[config.mk]
export PLATFORM = sky130hd
export DESIGN_NAME = dtg_cpwm_top
export DESIGN_NICKNAME = d
export VERILOG_FILES = /design/src/rtl/dtg_pkg.sv /design/src/rtl/dtg_moe_ctrl.sv /design/src/rtl/dtg_delay_lane.sv /design/src/rtl/dtg_out_sel.sv /design/src/rtl/dtg_cpwm_top.sv
export SDC_FILE = /design/constraint.sdc
export NUM_CORES = 1
export LEC_CHECK = 0
export ABC_CLOCK_PERIOD_IN_PS = 3650
export BUFFER_PORTS_ARGS = -buffer_cell sky130_fd_sc_hd__buf_2
export CORE_MARGIN = 3
export CORE_UTILIZATION = 60
export DETAILED_ROUTE_END_ITERATION = 6
export GPL_TIMING_DRIVEN = 1
export HOLD_SLACK_MARGIN = 0.08
export PLACE_DENSITY = 0.84
export SETUP_SLACK_MARGIN = 0.3
export SYNTH_ARGS = -nofsm -noshare
export SYNTH_HDL_FRONTEND = slang
export SYNTH_SLANG_ARGS = --single-unit
[constraint.sdc]
create_clock -name clk -period 3.65 [get_ports clk]
set_input_delay 0.9125 -clock clk [delete_from_list [all_inputs] [get_ports clk]]
set_output_delay 0.9125 -clock clk [all_outputs]
set_load 0.1 [all_outputs]
[src/rtl/dtg_pkg.sv]
package dtg_pkg;

    // Default widths for the generator
    localparam int DTG_CH_DEF  = 4;
    localparam int DTG_DTW_DEF = 8;

    // Drive values for one output pair
    typedef struct packed {
        logic p;
        logic n;
    } drv_pair_t;

    // Channel mode from {main enable, inverted enable}
    typedef enum logic [1:0] {
        MODE_OFF       = 2'b00,
        MODE_COMP_ONLY = 2'b01,
        MODE_MAIN_ONLY = 2'b10,
        MODE_PAIR      = 2'b11
    } ch_mode_t;

    // Idle levels with the main output winning a conflict
    function automatic drv_pair_t idle_pair(input logic lvl_main, input logic lvl_comp);
        drv_pair_t r;
        r.p = lvl_main;
        r.n = lvl_comp & ~lvl_main;
        return r;
    endfunction

endpackage

[src/rtl/dtg_moe_ctrl.sv]
module dtg_moe_ctrl (
    input  logic clk,
    input  logic rst,
    input  logic brk_i,
    input  logic clk_fail_i,
    input  logic moe_set_i,
    output logic moe_o,
    output logic forced_o
);
    logic brk_any;

    assign brk_any = brk_i | clk_fail_i;

    // Break clears the enable and dominates a set request
    always_ff @(posedge clk) begin
        if (rst) begin
            moe_o <= 1'b0;
        end else if (brk_any) begin
            moe_o <= 1'b0;
        end else if (moe_set_i) begin
            moe_o <= 1'b1;
        end
    end

    // Override reacts to a raw break in the same cycle
    assign forced_o = brk_any | ~moe_o;

endmodule

[src/rtl/dtg_delay_lane.sv]
module dtg_delay_lane #(
    parameter int DTW = 8
) (
    input  logic           clk,
    input  logic           rst,
    input  logic           ref_i,
    input  logic [DTW-1:0] dt_i,
    output logic           ref_q_o,
    output logic           p_ok_o,
    output logic           n_ok_o
);
    logic [DTW-1:0] cnt_p;
    logic [DTW-1:0] cnt_n;
    logic           rise;
    logic           fall;

    assign rise = ref_i & ~ref_q_o;
    assign fall = ~ref_i & ref_q_o;

    // One down-counter per output, reloaded on the edge that arms it
    always_ff @(posedge clk) begin
        if (rst) begin
            ref_q_o <= 1'b0;
            cnt_p   <= '0;
            cnt_n   <= '0;
        end else begin
            ref_q_o <= ref_i;
            if (rise)
                cnt_p <= dt_i;
            else if (cnt_p != '0)
                cnt_p <= cnt_p - 1'b1;
            if (fall)
                cnt_n <= dt_i;
            else if (cnt_n != '0)
                cnt_n <= cnt_n - 1'b1;
        end
    end

    // An output may turn on only once its delay has run out at the matching level
    assign p_ok_o = ref_q_o & (cnt_p == '0);
    assign n_ok_o = ~ref_q_o & (cnt_n == '0);

endmodule

[src/rtl/dtg_out_sel.sv]
module dtg_out_sel
    import dtg_pkg::*;
(
    input  logic      forced_i,
    input  logic      idle_main_i,
    input  logic      idle_comp_i,
    input  ch_mode_t  mode_i,
    input  logic      ref_q_i,
    input  logic      p_ok_i,
    input  logic      n_ok_i,
    output drv_pair_t drv_o
);
    drv_pair_t run;

    always_comb begin
        unique case (mode_i)
            MODE_PAIR:      begin run.p = p_ok_i;  run.n = n_ok_i;   end
            MODE_MAIN_ONLY: begin run.p = ref_q_i; run.n = 1'b0;     end
            MODE_COMP_ONLY: begin run.p = 1'b0;    run.n = ~ref_q_i; end
            default:        begin run.p = 1'b0;    run.n = 1'b0;     end
        endcase
    end

    assign drv_o = forced_i ? idle_pair(idle_main_i, idle_comp_i) : run;

endmodule

[src/rtl/dtg_cpwm_top.sv]
module dtg_cpwm_top
    import dtg_pkg::*;
#(
    parameter int                NCH       = DTG_CH_DEF,
    parameter int                DTW       = DTG_DTW_DEF,
    parameter logic [NCH-1:0]    PAIR_MASK = 4'b0111
) (
    input  logic           clk,
    input  logic           rst,
    input  logic [NCH-1:0] ref_i,
    input  logic [NCH-1:0] main_en_i,
    input  logic [NCH-1:0] comp_en_i,
    input  logic [DTW-1:0] dt_cfg_i,
    input  logic [NCH-1:0] idle_main_i,
    input  logic [NCH-1:0] idle_comp_i,
    input  logic           brk_i,
    input  logic           clk_fail_i,
    input  logic           moe_set_i,
    output logic [NCH-1:0] out_p_o,
    output logic [NCH-1:0] out_n_o,
    output logic           moe_o
);
    logic forced;

    dtg_moe_ctrl u_moe (
        .clk        (clk),
        .rst        (rst),
        .brk_i      (brk_i),
        .clk_fail_i (clk_fail_i),
        .moe_set_i  (moe_set_i),
        .moe_o      (moe_o),
        .forced_o   (forced)
    );

    for (genvar g = 0; g < NCH; g++) begin : ch_g
        logic      ref_q;
        logic      p_ok;
        logic      n_ok;
        ch_mode_t  mode;
        drv_pair_t drv;

        if (PAIR_MASK[g]) begin : pair_g
            dtg_delay_lane #(.DTW(DTW)) u_lane (
                .clk     (clk),
                .rst     (rst),
                .ref_i   (ref_i[g]),
                .dt_i    (dt_cfg_i),
                .ref_q_o (ref_q),
                .p_ok_o  (p_ok),
                .n_ok_o  (n_ok)
            );
            assign mode = ch_mode_t'({main_en_i[g], comp_en_i[g]});
        end else begin : single_g
            // No inverted output: plain registered reference, no delay
            always_ff @(posedge clk) begin
                if (rst) ref_q <= 1'b0;
                else     ref_q <= ref_i[g];
            end
            assign p_ok = ref_q;
            assign n_ok = 1'b0;
            assign mode = ch_mode_t'({main_en_i[g], 1'b0});
        end

        dtg_out_sel u_sel (
            .forced_i    (forced),
            .idle_main_i (idle_main_i[g]),
            .idle_comp_i (idle_comp_i[g] & PAIR_MASK[g]),
            .mode_i      (mode),
            .ref_q_i     (ref_q),
            .p_ok_i      (p_ok),
            .n_ok_i      (n_ok),
            .drv_o       (drv)
        );

        assign out_p_o[g] = drv.p;
        assign out_n_o[g] = drv.n;
    end

endmodule

### Word level (Yosys, flattened, before mapping)

Cells that the tools add are included.

| cells by class | value |
|---|---|
| $add $sub $neg | 6 |
| eq/ne operators | 9 |
| mux-type cells | 20 |
| bitwise gates (word level) | 27 |
| reduce and logical (&&, ||, !) cells | 19 |

Operator list:

| operator | count |
|---|---|
| 2-to-1 mux 8 bit | 12 |
| zero test 8 bit | 6 |
| nonzero test 8 bit | 6 |
| subtractor 8 x 1 -> 8 bit (second input constant) | 6 |
| case mux 2 bit (3 select lines) | 3 |
| bitwise AND 1 bit | 15 |
| == test 2 bit (second input constant) | 6 |
| nonzero test 2 bit | 6 |
| 2-to-1 mux 2 bit | 5 |
| NOT 1 bit | 10 |
| == test 2 x 1 -> 1 bit (second input constant) | 3 |
| bitwise OR 1 bit | 2 |
| OR reduction 2 bit | 1 |

| storage, ports and cells | value |
|---|---|
| flip-flop bits (word level) | 53 |
| input port bits | 33 |

### Longest topological paths before layout

| depth | value |
|---|---|
| word-level depth | 4 |
| mapped depth | 7 |
| depth with buffers taken out | 6 |

### Cells and area by module

Synthesis repeated with hierarchy kept, for this count alone.

| unflattened totals | value |
|---|---|
| cells, all modules | 395 |
| area, all modules | 3228.1 µm² |

Modules (own cells, without submodules):

| module | instances | cells an instance | area each (µm²) |
|---|---|---|---|
| dtg_delay_lane | 3 | 117 | 962.2 |
| dtg_out_sel | 4 | 9 | 65.1 |
| dtg_moe_ctrl | 1 | 5 | 43.8 |
| dtg_cpwm_top | 1 | 3 | 37.5 |

### Worst setup path before layout

No wires, ideal clock.

| path | value |
|---|---|
| kind | in2out |
| from | in clk_fail_i |
| to | out out_n_o[0] |
| arrival time | 4.558 ns |
| required time | 2.738 ns |
| setup slack | -1.820 ns |
| stages | 4 |
| buffers on the path | 1 |
| cell sequence | nor2_1 nand2_1 clkbuf_1 o41ai_1 |

| on the way | value |
|---|---|
| word-level cells in the longest chain between the ends | 3 |

Ends and longest elaborated chain:

| element | RTL line | source |
|---|---|---|
| start, declared | dtg_cpwm_top.sv:17 | `input logic clk_fail_i,` |
| bitwise OR 1 bit | dtg_moe_ctrl.sv:12 | `assign brk_any = brk_i \| clk_fail_i;` |
| bitwise OR 1 bit | dtg_moe_ctrl.sv:26 | `assign forced_o = brk_any \| ~moe_o;` |
| 2-to-1 mux 2 bit | dtg_out_sel.sv:24 | `assign drv_o = forced_i ? idle_pair(idle_main_i, idle_comp_i) : run;` |
| end, declared | dtg_cpwm_top.sv:20 | `output logic [NCH-1:0] out_n_o,` |

No other way between the ends.

### Worst setup path in the final report

| path | value |
|---|---|
| from | reg ch_g[1].pair_g.u_lane.cnt_n[0] |
| to | out out_n_o[1] |

| on the way | value |
|---|---|
| word-level cells in the longest chain between the ends | 4 |

Ends and longest elaborated chain:

| element | RTL line | source |
|---|---|---|
| start, declared | dtg_delay_lane.sv:13 | `logic [DTW-1:0] cnt_n;` |
| start signal, assigned | dtg_delay_lane.sv:33 | `cnt_n <= dt_i;` |
| start signal, assigned | dtg_delay_lane.sv:35 | `cnt_n <= cnt_n - 1'b1;` |
| zero test 8 bit | dtg_delay_lane.sv:41 | `assign n_ok_o = ~ref_q_o & (cnt_n == '0);` |
| bitwise AND 1 bit | dtg_delay_lane.sv:41 |  |
| case mux 2 bit (3 select lines) | dtg_out_sel.sv:16 | `unique case (mode_i)` |
| 2-to-1 mux 2 bit | dtg_out_sel.sv:24 |  |

No other way between the ends.

==> summary.md <==
| Metric | Value |
|---|---|
| Height of the die | just under 80 um |
| Pleak | 1.38 nW |
| Worst path buffer plus inverter count | 3 |
| Unrepaired setup endpoints after global routing | yes |
| GPL Wtd Cong | 0.914 |
| CP max FO | 6 |
| Final cell count without fillers | 468 |
| FF+latch count, synth | 53 |
| Max-Cap Viols | 0 |
| Internal power | 1.43 mW |
| Pins Over Slew Limit | 0 |
| # setup viols final | 0 |
| H-Tree Level Count | 2 |
| Ys flop type | dfxtp_1 |
| Detail Placement HPWL | 5.38 mm |
| Critical path class | reg -> out |
| Starting density of the core | ~63% |
| Top sig layer | met4 |
| Core Footprint | around 0.0048 mm2 |
| Share of the yosys chip area belonging to registers | a little over a third |
| Clock buffer depth | 2 |
| DR WL met3 | between 300 and 400 um |
| Detailed Route WL | between 7 and 8 mm |
| P_sw | about 0.98 mW |
| Detailed router's first-iteration violation count | ~220 |
| Cell with the most instances after synthesis | dfxtp_1 |
| Clock root buffer | clkbuf_8 |
| Critical path depth | 8 |
| Final ANT Viol Nets | 0 |
| DRT Pass-1 Iters | 4 |
| R2R setup slack | approximately 1.7 ns |
| Post-synth EDFFs | 0 |
| Ant. Diodes | 0 |
| Via density | between 6 and 7 |
| FMAX | 303 MHz |
| Worst-Margin Slew | roughly 0.85 ns |
| VDD IR max | about 0.00039 V |
| WL met2 | 3.83 mm |
| Net Sw Frac | about two fifths |
| Clock transition at path regs | about 0.1 ns |
| Initial antenna violation count | 0 |
| Number of global-route vias before repair | roughly 2600 |
| Crit share post-route | between 90% and 100% |
| Area leader, netlist | dfxtp_1 |
| Worst hold path startpoint | ch_g[0].pair_g.u_lane.cnt_n[7] |
| Mapped Cells | 368 |
| First-pass GRT wire length | approximately 12 mm |
| Placed Area | approximately 0.0033 mm2 |
| Final Instance Area | between 0.003 and 0.004 mm2 |
| Gate power share | 47.8% |
| CP max stage delay | 0.47 ns |
| Critical Path Start Type | flip-flop |
| Post-Syn Area per Cell | 8.29 um2 |
| RR Startpoint | ch_g[2].pair_g.u_lane.cnt_n[0] |
| Status | finished clean |
| Relative max-transition margin | between 40% and 50% |
| NumNets Final | roughly 440 |
| Port bufs | 38 |
| DIE WIDTH | 77.3 um |
| Die footprint | 0.00598 mm2 |
| # rows | 25 |
| Fraction of layout cells with a size suffix above 1 | a little under a fifth |
| Fin. Hold Viols | 0 |
| Tmin final | 3.30 ns |
| Worst R2R Path Depth | 5 |
| TritonCTS clock tree | done |
| Yosys cell types | 54 |
| Worst r2r dst | ch_g[2].pair_g.u_lane.cnt_n[6] |
| Yosys warns | 0 |
| CP delay by family, top | compound AO/OA/AOI/OAI gates |
| Total negative setup slack | 0 ns |
| Commonest cells in the synthesized netlist | dfxtp_1, nor2_1, nand2_1, inv_1, nor3_1 |
| CP Data Arrival Time | 2.39 ns |
| Crit-path slowest cell | a2111oi_4 |
| Clock share of power | 13.7% |
| CTS sink cnt | 53 |
| Wire length per cell | approximately 16 um |
| # placed instances | 460 |
| Sequential power share | between 30% and 40% |
| Routed vias | ~2800 |
| Min-Delay Endpoint | ch_g[0].pair_g.u_lane.cnt_n[6] |
| Mapped Nets | 410 |
| Crit. End Element | output pin |
| Pin count of the biggest net entering global routing | a little under 50 |
| Area Growth Syn to Fin | 13.9% |
| Post-synth ARST share | 0% |
| Syn Std Cell Area | approximately 0.0031 mm2 |
| Drt drc | 0 |
| Clk_lat worst skew | 0.31 ns |
| Required @ worst endpoint | 2.74 ns |
| Cell Pwr Density | between 600 and 700 mW/mm2 |
| Top-Level Pins | 42 |
| Tot GR Track Use | 25.8% |
| Setup bufs post-CTS | 0 |
| Power, Total | 2.41 mW |
| Grt total ovfl | 0 |
| CTS buffer count | 5 |
| Top post-synthesis cells by area | dfxtp_1, ha_1, nor3_1 |
| Synth top area share | a little over a third |
| Clk_skew | ~0.0095 ns |
| CTS Hold Buffers Added | 0 |
| Routed length on met1 | ~3.3 mm |
| Critical-path cell list | inv_1 -> ha_1 -> nor3b_1 -> buf_4 -> nand2_1 -> a2111oi_4 -> a31o_2 -> buf_12 |
| Worst hold path type | reg -> reg |
| Hold Path Stages | 2 |
-- state kept, by name, summed over array words and instances, names as in the netlist --
| signal | cells |
|---|---|
| ch_g.p_ok | 1 |
| ch_g.pair_g.u_lane.cnt_n | 24 |
| ch_g.pair_g.u_lane.cnt_p | 24 |
| ch_g.pair_g.u_lane.ref_q_o | 3 |
| u_moe.moe_o | 1 |
-- cell families (layout without fill, tap and decap cells) --
| logic type | after synthesis | in the layout | synth area share, % |
|---|---|---|---|
| xor gates and xnor gates | 18 | 18 | 5.17 |
| AOI/OAI and AO/OA | 80 | 80 | 18.5 |
| other | 1 | 1 | 0.123 |
| muxes | 5 | 5 | 1.68 |
| buffers and inverters | 39 | 72 | 5.49 |
| and+or+nand+nor | 163 | 163 | 30.6 |
| DFF | 53 | 53 | 34.8 |
| adders and majority gates | 9 | 9 | 3.69 |
-- power groups by stage --
stage                     clock [mW]  combinational (mW)  sequential (mW)
after global placement             0                1.07            0.918
final                          0.331                1.15            0.929
after CTS                      0.336                1.12            0.921
after floorplan                    0               0.922            0.889
after global routing           0.362                1.28            0.957
after detailed placement           0                1.11            0.930
-- metal layers --
metal  vias to the layer above  global-route usage, %
li1                       1402                      -
met1                      1343                   33.3
met5                         -                      0
met2                        75                   44.4
met4                         0                   6.05
met3                        11                   5.05
-- metrics by stage --
step	hold WS (ns)	utilization, %	setup WS [ns]
finish	0.548	72.2	0.350
global placement	0.514	69.4	0.563
global route	0.578	72.2	0.185
CTS	0.548	71.4	0.311
floorplan	0.492	-	0.120
detailed placement	0.533	69.4	0.563
-- worst min-delay path: stages (launching register included) --
cell      delay, ns
dfxtp_1        0.35
nand3_1        0.07
a311oi_1       0.09
-- placed cells by master (no fill, tap or decap), types with 6 or more instances in the layout --
cell type / netlist / final
a211oi_1: 7 / 7
xor2_1: 9 / 9
o22ai_1: 9 / 9
a21oi_1: 18 / 18
nor2_1: 29 / 29
a221o_1: 6 / 6
xnor2_1: 9 / 9
nand2_1: 27 / 27
nor2b_1: 14 / 14
or4_1: 6 / 6
nand2b_1: 14 / 14
nor4_1: 8 / 7
nand3_1: 9 / 8
o31ai_1: 6 / 6
or3_1: 8 / 8
nor3_1: 22 / 22
buf_2: 2 / 33
dfxtp_1: 53 / 53
inv_1: 22 / 22
ha_1: 9 / 8
-- worst max-delay path by stage --
stage	end	from
2_1_floorplan	out_n_o[0]	clk_fail_i
3_3_place_gp	out_n_o[1]	clk_fail_i
3_5_place_dp	out_n_o[1]	clk_fail_i
4_1_cts	out_n_o[2]	ch_g[2].pair_g.u_lane.cnt_n[0]
5_1_grt	out_n_o[1]	ch_g[1].pair_g.u_lane.cnt_n[0]
6_report	out_n_o[1]	ch_g[1].pair_g.u_lane.cnt_n[0]
-- timing repair --
action                                  4_1_cts  5_1_grt
endpoints found under the setup margin        3        5
pin swaps                                     0        0
gates resized for setup                       4        8
-- cell type report --
type / count / area (um2)
multi-input cells: 276 / 1890
flip-flops and latches: 53 / 1060
inverters: 22 / 82.6
clock buffers: 5 / 68.8
repair buffers: 42 / 270
clock inverters: 3 / 17.5
well taps: 67 / 83.8
fillers: 403 / 1340
Note: power is estimated with default switching activity, not from simulation.
